===== src/rtl/wdog_pkg.sv =====
package wdog_pkg;
  localparam int RATE_W = 3;
  localparam int RATE_LSB = 5;
  localparam int BANK_BIT = 2;
  localparam int KICK_BIT = 1;
  localparam int RUN_BIT = 0;

  typedef struct packed {
    logic [RATE_W-1:0] rate;
    logic bank;
    logic run;
  } wdog_ctl_t;
endpackage


===== src/rtl/wdog_regs.sv =====
module wdog_regs
  import wdog_pkg::*;
#(
  parameter int ADDR_W = 8,
  parameter int DATA_W = 8,
  parameter logic [ADDR_W-1:0] REG_ADDR = 8'h96
) (
  input  logic              clk,
  input  logic              rst_n,
  input  logic [ADDR_W-1:0] bus_addr,
  input  logic [DATA_W-1:0] bus_wdata,
  input  logic              bus_we,
  output wdog_ctl_t         ctl,
  output logic              kick,
  output logic [DATA_W-1:0] rdata
);
  logic hit_wr;
  logic sel;
  wdog_ctl_t ctl_q;
  logic kick_q;

  assign sel = (bus_addr == REG_ADDR);
  assign hit_wr = bus_we && sel;

  always_ff @(posedge clk) begin
    if (!rst_n) begin
      ctl_q  <= '0;
      kick_q <= 1'b1;
    end else begin
      kick_q <= hit_wr && bus_wdata[KICK_BIT];
      if (hit_wr) begin
        ctl_q.rate <= bus_wdata[RATE_LSB +: RATE_W];
        ctl_q.bank <= bus_wdata[BANK_BIT];
        ctl_q.run  <= bus_wdata[RUN_BIT];
      end
    end
  end

  always_comb begin
    rdata = '0;
    if (sel) begin
      rdata[RATE_LSB +: RATE_W] = ctl_q.rate;
      rdata[BANK_BIT] = ctl_q.bank;
      rdata[RUN_BIT] = ctl_q.run;
    end
  end

  assign ctl = ctl_q;
  assign kick = kick_q;

  AST_KICK_SELF_CLEAR: assert property (@(posedge clk) disable iff (!rst_n)
    (kick_q && !(hit_wr && bus_wdata[KICK_BIT])) |=> !kick_q);
  AST_FOREIGN_WRITE_NO_EFFECT: assert property (@(posedge clk) disable iff (!rst_n)
    (bus_we && !sel) |=> $stable(ctl_q));
  AST_READ_MASKED: assert property (@(posedge clk) disable iff (!rst_n)
    (rdata[4:3] == 2'b00) && !rdata[KICK_BIT]);
endmodule


===== src/rtl/wdog_tick.sv =====
module wdog_tick #(
  parameter int CYC_PER_TICK = 3200000
) (
  input  logic clk,
  input  logic rst_n,
  input  logic en,
  input  logic clr,
  output logic tick
);
  localparam int CW = (CYC_PER_TICK > 1) ? $clog2(CYC_PER_TICK) : 1;
  localparam logic [CW-1:0] LAST = CW'(CYC_PER_TICK - 1);

  logic [CW-1:0] cnt;
  logic at_last;

  assign at_last = (cnt == LAST);
  assign tick = en && !clr && at_last;

  always_ff @(posedge clk) begin
    if (!rst_n) begin
      cnt <= '0;
    end else if (clr || !en) begin
      cnt <= '0;
    end else if (at_last) begin
      cnt <= '0;
    end else begin
      cnt <= cnt + 1'b1;
    end
  end

  AST_TICK_RANGE: assert property (@(posedge clk) disable iff (!rst_n)
    cnt <= LAST);
  AST_TICK_HELD_OFF: assert property (@(posedge clk) disable iff (!rst_n)
    !en |=> (cnt == '0));
endmodule


===== src/rtl/wdog_core.sv =====
module wdog_core
  import wdog_pkg::*;
#(
  parameter int PS_W = RATE_W
) (
  input  logic            clk,
  input  logic            rst_n,
  input  logic            run,
  input  logic [PS_W-1:0] rate,
  input  logic            kick,
  input  logic            tick,
  output logic            clr,
  output logic            bark
);
  localparam int CNT_W = 1 << PS_W;

  logic [PS_W-1:0] rate_prev;
  logic [CNT_W-1:0] tick_cnt;
  logic [CNT_W-1:0] limit;
  logic rate_chg;
  logic expire;
  logic bark_q;

  assign rate_chg = (rate != rate_prev);
  assign clr = kick || rate_chg || !run;
  assign limit = (CNT_W'(1) << rate) - 1'b1;
  assign expire = tick && run && (tick_cnt == limit);

  always_ff @(posedge clk) begin
    if (!rst_n) begin
      rate_prev <= '0;
      tick_cnt  <= '0;
      bark_q    <= 1'b0;
    end else begin
      rate_prev <= rate;
      bark_q    <= expire && !clr;
      if (clr || expire) begin
        tick_cnt <= '0;
      end else if (tick) begin
        tick_cnt <= tick_cnt + 1'b1;
      end
    end
  end

  assign bark = bark_q;

  AST_BARK_ONE_CYCLE: assert property (@(posedge clk) disable iff (!rst_n)
    bark_q |=> !bark_q);
  AST_OFF_SILENT: assert property (@(posedge clk) disable iff (!rst_n)
    !run |=> !bark_q);
  AST_OFF_COUNT_ZERO: assert property (@(posedge clk) disable iff (!rst_n)
    !run |=> (tick_cnt == '0));
  AST_RESTART_WINS: assert property (@(posedge clk) disable iff (!rst_n)
    (kick || rate_chg) |=> (!bark_q && tick_cnt == '0));
  AST_COUNT_BOUND: assert property (@(posedge clk) disable iff (!rst_n)
    tick_cnt <= limit || rate_chg);
endmodule


===== src/rtl/wdog_sfr.sv =====
module wdog_sfr
  import wdog_pkg::*;
#(
  parameter int CYC_PER_TICK = 3200000,
  parameter int ADDR_W = 8,
  parameter int DATA_W = 8,
  parameter logic [ADDR_W-1:0] REG_ADDR = 8'h96
) (
  input  logic              clk,
  input  logic              rst_n,
  input  logic [ADDR_W-1:0] sfr_addr,
  input  logic [DATA_W-1:0] sfr_wdata,
  input  logic              sfr_we,
  output logic [DATA_W-1:0] sfr_rdata,
  output logic              dptr_bank,
  output logic              wdt_reset_req
);
  wdog_ctl_t ctl;
  logic kick;
  logic tick;
  logic clr;

  wdog_regs #(
    .ADDR_W(ADDR_W),
    .DATA_W(DATA_W),
    .REG_ADDR(REG_ADDR)
  ) u_regs (
    .clk(clk),
    .rst_n(rst_n),
    .bus_addr(sfr_addr),
    .bus_wdata(sfr_wdata),
    .bus_we(sfr_we),
    .ctl(ctl),
    .kick(kick),
    .rdata(sfr_rdata)
  );

  wdog_tick #(
    .CYC_PER_TICK(CYC_PER_TICK)
  ) u_tick (
    .clk(clk),
    .rst_n(rst_n),
    .en(ctl.run),
    .clr(clr),
    .tick(tick)
  );

  wdog_core #(
    .PS_W(RATE_W)
  ) u_core (
    .clk(clk),
    .rst_n(rst_n),
    .run(ctl.run),
    .rate(ctl.rate),
    .kick(kick),
    .tick(tick),
    .clr(clr),
    .bark(wdt_reset_req)
  );

  assign dptr_bank = ctl.bank;

  AST_BANK_FOLLOWS_WRITE: assert property (@(posedge clk) disable iff (!rst_n)
    (sfr_we && sfr_addr == REG_ADDR) |=> (dptr_bank == $past(sfr_wdata[BANK_BIT])));
endmodule


===== config.mk =====
export PLATFORM = sky130hd
export DESIGN_NAME = wdog_sfr
export DESIGN_NICKNAME = d
export VERILOG_FILES = /design/src/rtl/wdog_pkg.sv /design/src/rtl/wdog_regs.sv /design/src/rtl/wdog_tick.sv /design/src/rtl/wdog_core.sv /design/src/rtl/wdog_sfr.sv
export SDC_FILE = /design/constraint.sdc
export NUM_CORES = 1
export LEC_CHECK = 0
export BUFFER_PORTS_ARGS = -buffer_cell sky130_fd_sc_hd__buf_2
export CORE_MARGIN = 10
export CORE_UTILIZATION = 41
export DETAILED_ROUTE_END_ITERATION = 7
export PLACE_DENSITY = 0.66
export SLEW_MARGIN = 20
export SYNTH_ARGS = -nofsm -noshare
export SYNTH_HDL_FRONTEND = slang
export SYNTH_SLANG_ARGS = --single-unit

===== constraint.sdc =====
create_clock -name clk -period 3.89 [get_ports clk]
set_input_delay 0.389 -clock clk [delete_from_list [all_inputs] [get_ports clk]]
set_output_delay 0.389 -clock clk [all_outputs]
set_load 0.005 [all_outputs]

==> flow_metrics.tcl, run 1 <==
set metrics [dict create \
    layout_worst_path_cycle_share_pct 62.91 \
    fillers 506 \
    syn_area_per_cell_um2 8.779 \
    n_antenna_cell 0 \
    boundaryPins 29 \
    clkLatencyLatePin_ns 0.29 \
    setup_viol_count_final 0 \
    p_leak_nw 0.8942 \
    cp.arrival_ns 2.62 \
    relSlewSlack_pct 61.87 \
    grt.overflow.total 0 \
    synth_top_area_cell "dfxtp_1" \
    grt_max_degree 19 \
    cts_tree "yes" \
    dr.pass1.iters 5 \
    ys_ff_latch 40 \
    slowest_delay_ns 0.44 \
    ys_seq_area_share_pct 37.08 \
    initial_utilization_pct 42.28 \
    rsz0062_at_grt "false" \
    drc 0 \
    worstSetupPathType "reg2reg" \
    grt_pass1_wl_um 7548 \
    switching_share_pct 19.20 \
    path_cells "nor2_1 -> nand2_1 -> ha_1 -> or3_1 -> nand2_1 -> a32oi_1 -> o211a_1 -> o31ai_4 -> nor2_1" \
    vias 1676 \
    place.gp.congestion 0.7380 \
    area_growth_pct 11.24 \
    core.rowCount 26 \
    cts_root_buffer "clkbuf_8" \
    drv_cap 0 \
    syn_area_mm2 0.002160 \
    die_area_mm2 0.008570 \
    place_ws_ns 1.439 \
    cts_buffers 5 \
    synth_cells 246 \
    cts.sinks 40 \
    slowest_stage "dfxtp_1" \
    synth_cell_types 51 \
    timing.fmax_mhz 408.7 \
    final.setup.tns_ns 0 \
    hold_viol 0 \
    routed_wl_um 4174 \
    final.setup_skew_ns 0.002890 \
    p_sw_w 0.0001531 \
    grt.total_usage_pct 10.59 \
    cp-end-kind "flop" \
    layout.nets 287 \
    ys_warn_count 0 \
    worst-path-buf-inv 0 \
    ys_async_sr_fraction_pct 0 \
    synth.area.top_cells "dfxtp_1, nor2_1, xnor2_1, xor2_1, nand3_1" \
    die_h_um 92.58 \
    startpoint_type "flop" \
    rrSetupSlack_ns 1.44 \
    final.setup.worst_slack_ns 1.443 \
    ant_nets 0 \
    grt_pass1_vias 1677 \
    hp-class "in2reg" \
    holdWs_ns 0.3199 \
    drt-vias-per-instance 4.988 \
    synth_edf_count 0 \
    final_area_mm2 0.002402 \
    p_clk_share_pct 46.8 \
    ctsResizeCount 0 \
    cts_max_level 2 \
    outcome "completed" \
    path_delay_family "simple AND/OR/NAND/NOR gates" \
    crit_required_ns 4.07 \
    synth_top_cell_area_share_pct 37.08 \
    drive_gt1_share_pct 18.80 \
    holdBufCountCts 0 \
    clk_path_buf_depth 2 \
    design.core.area_mm2 0.005107 \
    avgRoutedWirePerCell_um 12.42 \
    period_minus_slack_ns 2.447 \
    layout_common_cells "nor2_1, dfxtp_1, buf_2, nand2_1, nand3_1" \
    portBuffers 23 \
    worst_slew_pin_slew_ns 0.5698 \
    final_util_pct 47.04 \
    ir_drop_uv 201.9 \
    layout_commonest_cell "nor2_1" \
    crit_path_max_fanout 13 \
    die_x_um 92.58 \
    cts_setup_buffers 0 \
    maxSlewViolCount 0 \
    p_per_area_mw_per_mm2 331.8 \
    pwr-share-comb_pct 1.8 \
    initialDrtViolationCount 74 \
    clk_pin_slew_worst_paths_ns 0.08 \
    hpwl_um 2977 \
    pwr-share-seq_pct 51.4 \
    placedInstanceArea_mm2 0.002276 \
    antenna_found_initial 0 \
    ys.flop_type "dfxtp_1" \
    intPower_w 0.0006441 \
]
-- flip-flops by register name (all words and copies together) (netlist names) --
register          cells
u_tick.cnt           22
u_core.tick_cnt       8
u_regs.ctl            5
u_core.rate_prev      3
u_core.bark           1
u_regs.kick           1
-- through the flow --
step / power [W] / instances
after floorplan: 0.0004269 / 248
after global placement: 0.0004334 / 328
after detailed placement: 0.0004341 / 328
after CTS: 0.0008089 / 336
after global routing: 0.0008283 / 336
final: 0.0007972 / 336
-- power groups by stage --
stage           logic [W]  clock network (W)  registers, W
6_report        0.0000146           0.000373      0.000410
5_1_grt         0.0000161           0.000402      0.000410
4_1_cts         0.0000146           0.000385      0.000410
3_5_place_dp    0.0000146                  0      0.000420
3_3_place_gp    0.0000139                  0      0.000420
2_1_floorplan  0.00000748                  0      0.000419
-- per-layer routing --
layer / track usage, % / routed length, µm / vias up
met5: 0 / 0 / -
met4: 4.242 / 60 / 0
met3: 4.116 / 224 / 5
met2: 17.06 / 1894 / 26
met1: 12.36 / 1995 / 786
li1: - / - / 859
-- area by class of cell --
type	instances	area, µm²	area share, %
clock buffers	7	96.34	4.010
clock inverters	1	30.03	1.250
repair buffers	23	115.1	4.792
multi-input cells	191	1257	52.34
flip-flops and latches	40	800.8	33.33
well taps	70	87.58	3.646
inverters	4	15.01	0.6250
-- Yosys cell counts, drive strengths merged, types with 2 or more instances --
master	instances
and3	6
xor2	13
dfxtp	40
inv	4
nand4bb	2
nand3	22
or3	2
o21ai	4
ha	3
nand4	7
clkbuf	4
xnor2	19
a21boi	5
and2	9
nor4bb	2
nand2	24
nor2	47
nor3	5
a21oi	3
nor4b	3
buf	9
-- path summary, 6_finish.rpt --
path,startpoint,end,depth (start not counted)
worst max-delay path,u_regs.ctl[3],u_core.tick_cnt[3],9
worst min-delay path,sfr_wdata[1],u_regs.kick,3
worst max register to register,u_regs.ctl[3],u_core.tick_cnt[3],9
worst min register to register,u_regs.ctl[1],u_regs.ctl[1],2
-- worst min-delay path, delay by kind of cell --
family	cells	cell delay (ns)
buffers and inverters	1	0.07
and+or+nand+nor	2	0.12
-- cell families (layout without fill, tap and decap cells) --
group                    Yosys count  count (layout)  synth area share (%)
AO/OA/AOI/OAI                     18              18                 6.200
XOR/XNOR                          32              32                 12.98
adder cells (fa/ha/maj)            3               3                 1.738
buffers and inverters             17              35                 5.040
flip-flops                        40              40                 37.08
multiplexers                       2               2                0.9849
other                              1               3                0.1736
AND/OR/NAND/NOR                  133             133                 35.81
Note: power is estimated with default switching activity, not from simulation.
==> inputs of run 2 (changes only) <==
--- a/config.mk
+++ b/config.mk
@@ -9,7 +9,7 @@
 export CORE_MARGIN = 10
 export CORE_UTILIZATION = 41
 export DETAILED_ROUTE_END_ITERATION = 7
-export PLACE_DENSITY = 0.66
+export PLACE_DENSITY = 0.68
 export SLEW_MARGIN = 20
 export SYNTH_ARGS = -nofsm -noshare
 export SYNTH_HDL_FRONTEND = slang
==> constraint.sdc (replaced) <==
create_clock -name clk -period 2.2 [get_ports clk]
set_input_delay 0.22 -clock clk [delete_from_list [all_inputs] [get_ports clk]]
set_output_delay 0.22 -clock clk [all_outputs]
set_load 0.005 [all_outputs]
==> flow_metrics.tcl, run 2 (synthesized netlist as in run 1, its figures left out) <==
set metrics [dict create \
    outcome "completed" \
    worstHoldPathCells 3 \
    clk_path_buf_depth 2 \
    drive_gt1_share_pct 22.63 \
    boundaryPins 29 \
    ir_drop_uv 470.6 \
    avgRoutedWirePerCell_um 11.91 \
    ff2ff_path_depth 10 \
    hold_viol 0 \
    worstSetupPathType "reg2reg" \
    die_x_um 92.58 \
    cts.sinks 40 \
    intPower_w 0.001139 \
    setup_viol_count_final 0 \
    grt.total_usage_pct 9.932 \
    worst-path-buf-inv 1 \
    layout_common_cells "nor2_1, dfxtp_1, buf_2, nand2_1, nand3_1" \
    p_leak_nw 0.9441 \
    ant_nets 0 \
    crit_path_max_fanout 8 \
    clkLatencyLatePin_ns 0.30 \
    core.rowCount 26 \
    startpoint_type "flop" \
    vias 1687 \
    cts_root_buffer "clkbuf_8" \
    pwr-share-seq_pct 51.5 \
    hold_path.startpoint "sfr_wdata[1]" \
    n_antenna_cell 0 \
    final.setup.tns_ns 0 \
    grt_pass1_vias 1619 \
    hp-class "in2reg" \
    clk_pin_slew_worst_paths_ns 0.08 \
    met1_length_um 1927 \
    grt_max_degree 19 \
    cts_buffers 5 \
    path_delay_family "compound AO/OA/AOI/OAI gates" \
    maxSlewViolCount 0 \
    grt_pass1_wl_um 7051 \
    cp-end-kind "flop" \
    area_growth_pct 15.58 \
    p_sw_w 0.0002677 \
    period_minus_slack_ns 2.029 \
    r2r-start "u_regs.ctl[4]" \
    rsz0062_at_grt "false" \
    fillers 490 \
    drc 0 \
    routed_wl_um 4098 \
    wl_met3_um 235 \
    path_cells "nor2_4 -> nand2_1 -> ha_2 -> xor2_1 -> o21ai_1 -> a311oi_1 -> nand3_1 -> o31ai_4 -> buf_6 -> nor2_1" \
    top_layer_used "met4" \
    holdBufCountCts 0 \
    die_area_mm2 0.008570 \
    layout_worst_path_cycle_share_pct 92.23 \
    crit_required_ns 2.39 \
    place.gp.congestion 0.7928 \
    startpoint "u_regs.ctl[4]" \
    drv_cap 0 \
    design.core.area_mm2 0.005107 \
    initial_utilization_pct 42.28 \
    layout_commonest_cell "nor2_1" \
    hpwl_um 2974 \
    grt.overflow.total 0 \
    portBuffers 23 \
    met2_length_um 1859 \
    die_h_um 92.58 \
    fin_total_pwr_w 0.001407 \
    top_register "u_tick.cnt" \
    final.setup_skew_ns 0.01006 \
    cts_tree "yes" \
    p_per_area_mw_per_mm2 563.7 \
    switching_share_pct 19.02 \
    slowest_stage "dfxtp_2" \
    slowest_delay_ns 0.34 \
    crit_cells 10 \
    cp.arrival_ns 2.22 \
    p_clk_share_pct 46.6 \
    cts_max_level 2 \
    pwr-share-comb_pct 1.9 \
    initialDrtViolationCount 72 \
    dr.pass1.iters 4 \
    timing.fmax_mhz 492.9 \
    layout.nets 295 \
    antenna_found_initial 0 \
    drt-vias-per-instance 4.904 \
    largest_reg_flops 22 \
]
run 2: final timing paths:
check / end / slack, ns
min reg2reg: u_tick.cnt[0] / 0.46
max reg2reg: u_core.tick_cnt[3] / 0.17
max: u_core.tick_cnt[3] / 0.17
min: u_regs.kick / 0.15
run 2: cell type report:
cell class / count / area, µm² / share of cell area, %
multi-input combinational: 191 / 1286 / 51.53
timing repair buffer: 31 / 178.9 / 7.168
tap: 70 / 87.58 / 3.509
clock buffer: 7 / 96.34 / 3.860
sequential: 40 / 802.0 / 32.13
inverter: 4 / 15.01 / 0.6015
clock inverter: 1 / 30.03 / 1.203
run 2: stage by stage:
| stage | instances | util [%] | hold WS (ns) | setup WS [ns] | area, µm² |
|---|---|---|---|---|---|
| after floorplan | 248 | - | 0.3511 | 0.1092 | 2167 |
| after global placement | 335 | 45.59 | 0.4468 | 0.07504 | 2328 |
| after detailed placement | 335 | 45.59 | 0.4524 | 0.04513 | 2328 |
| after CTS | 343 | 48.06 | 0.1460 | 0.02335 | 2455 |
| after global routing | 344 | 48.87 | 0.1601 | 0.006282 | 2496 |
| final | 344 | 48.87 | 0.1543 | 0.1710 | 2496 |
run 2: power by group through the flow:
stage          registers (W)  clock network, W  logic (W)
3_3_place_gp        0.000742                 0  0.0000253
6_report            0.000725          0.000656  0.0000262
4_1_cts             0.000724          0.000675  0.0000260
2_1_floorplan       0.000742                 0  0.0000132
5_1_grt             0.000725          0.000713  0.0000283
3_5_place_dp        0.000742                 0  0.0000258
run 2: worst min-delay path: cells and delay by family:
kind,cells,cell delay [ns]
and+or+nand+nor,2,0.13
buffers and inverters,1,0.08
run 2: timing repair:
item                       CTS  global route
resized for setup            0             8
setup endpoints to repair    0             9
buffers inserted             0             1
run 2: layer usage:
layer / up-vias / GRT usage (%)
li1: 873 / -
met1: 785 / 11.20
met2: 23 / 16.06
met3: 6 / 4.036
met4: 0 / 4.627
met5: - / 0
==> inputs of run 3 (changes only) <==
--- a/config.mk
+++ b/config.mk
@@ -7,9 +7,10 @@
 export LEC_CHECK = 0
 export BUFFER_PORTS_ARGS = -buffer_cell sky130_fd_sc_hd__buf_2
 export CORE_MARGIN = 10
-export CORE_UTILIZATION = 41
+export CORE_UTILIZATION = 51
 export DETAILED_ROUTE_END_ITERATION = 7
-export PLACE_DENSITY = 0.68
+export MAX_ROUTING_LAYER = met4
+export PLACE_DENSITY = 0.81
 export SLEW_MARGIN = 20
 export SYNTH_ARGS = -nofsm -noshare
 export SYNTH_HDL_FRONTEND = slang
==> flow_metrics.tcl, run 3 (synthesized netlist as in run 1, its figures left out) <==
set metrics [dict create \
    outcome "completed" \
    ir_drop_uv 331.4 \
    largest_reg_flops 22 \
    hold_path.startpoint "sfr_wdata[1]" \
    ant_nets 0 \
    grt.total_usage_pct 11.61 \
    drt-vias-per-instance 5.324 \
    routed_wl_um 4056 \
    top_register "u_tick.cnt" \
    cts_tree "yes" \
    grt_pass1_vias 1627 \
    holdBufCountCts 0 \
    avgRoutedWirePerCell_um 12.64 \
    hold_viol 0 \
    final.setup_skew_ns 0.008144 \
    drive_gt1_share_pct 21.03 \
    cp.arrival_ns 2.28 \
    antenna_found_initial 0 \
    layout_commonest_cell "nor2_1" \
    clk_pin_slew_worst_paths_ns 0.08 \
    setup_viol_count_final 0 \
    initial_utilization_pct 53.22 \
    worstHoldPathCells 3 \
    drc 0 \
    final_util_pct 59.85 \
    p_per_area_mw_per_mm2 576.1 \
    n_antenna_cell 0 \
    die_area_mm2 0.007237 \
    area_growth_pct 12.46 \
    r2r_end "u_core.bark" \
    p_leak_nw 0.9236 \
    grt_pass1_wl_um 6969 \
    holdWs_ns 0.1580 \
    die_x_um 85.07 \
    layout_worst_path_cycle_share_pct 96.83 \
    dr.pass1.iters 4 \
    die_h_um 85.07 \
    clkLatencyLatePin_ns 0.29 \
    startpoint_type "flop" \
    place.gp.congestion 0.7972 \
    clk_path_buf_depth 2 \
    layout.nets 292 \
    holdPathEnd "u_regs.kick" \
    cts_max_level 2 \
    cp-end-kind "flop" \
    hp-class "in2reg" \
    r2r-start "u_regs.ctl[3]" \
    period_minus_slack_ns 2.130 \
    grt.overflow.total 0 \
    worst_slew_pin_slew_ns 0.5360 \
    core.rowCount 23 \
    boundaryPins 29 \
    timing.fmax_mhz 469.4 \
    cts_buffers 5 \
    rrSetupSlack_ns 0.07 \
    cts.sinks 40 \
    crit_required_ns 2.35 \
    layout_common_cells "nor2_1, dfxtp_1, buf_2, nand2_1, nand3_1" \
    initialDrtViolationCount 93 \
    crit_path_max_fanout 3 \
    grt_max_degree 19 \
    ff2ff_path_depth 8 \
    drv_cap 0 \
    hpwl_um 2944 \
    cts_root_buffer "clkbuf_8" \
    portBuffers 23 \
    design.core.area_mm2 0.004058 \
    vias 1709 \
    relSlewSlack_pct 64.13 \
    maxSlewViolCount 0 \
    worstSetupPathType "reg2reg" \
]
## run 3: metrics by stage
step,setup TNS [ns],cell area [µm²],instances,power (W),worst slack (ns)
finish,0,2429,321,0.001399,0.06972
global route,-0.04718,2429,321,0.001444,-0.04718
CTS,0,2407,320,0.001415,0.004405
detailed placement,0,2281,312,0.0007673,0.01756
global placement,0,2281,312,0.0007666,0.08702
floorplan,0,2167,248,0.0007548,0.1092
## run 3: cell type report
type,instances,area [µm²]
tap,50,62.56
multi-input combinational,191,1267
clock buffer,7,96.34
sequential,40,800.8
clock inverter,1,30.03
fill,352,1629
inverter,4,15.01
timing repair buffer,28,156.4
## run 3: power breakdown
group	leakage, nW	internal (W)	switching, W
clock network	0.0645	0.000400	0.000248
registers	0.322	0.000724	0.000000395
logic	0.537	0.0000145	0.0000114
## run 3: layer usage
layer,global-route usage (%),share of wire (%),vias up
li1,-,-,871
met1,12.92,44,789
met2,18.53,48,40
met3,4.207,5.9,9
met4,4.491,1.9,0
met5,-,0,-
## run 3: worst max-delay path, cell delays in order, from the launching register on
cell	delay, ns
dfxtp_1	0.32
nor2_2	0.14
nand2_1	0.07
ha_1	0.32
xor2_1	0.14
o21ai_0	0.09
a311oi_1	0.22
nand3_1	0.21
nor4b_1	0.47
## run 3: worst max path at each step
stage                                     to     startpoint  slack [ns]
after floorplan           u_core.tick_cnt[0]  u_regs.ctl[2]        0.11
final                            u_core.bark  u_regs.ctl[3]        0.07
after detailed placement  u_core.tick_cnt[7]  u_regs.ctl[3]        0.02
after global placement    u_core.tick_cnt[7]  u_regs.ctl[3]        0.09
after global routing             u_core.bark  u_regs.ctl[3]       -0.05
after CTS                 u_core.tick_cnt[0]  u_regs.ctl[3]       0.004
## run 3: timing repair
action / 4_1_cts / 5_1_grt
resized for setup: 0 / 3
setup buffers: 0 / 1
setup endpoints to repair: 0 / 9
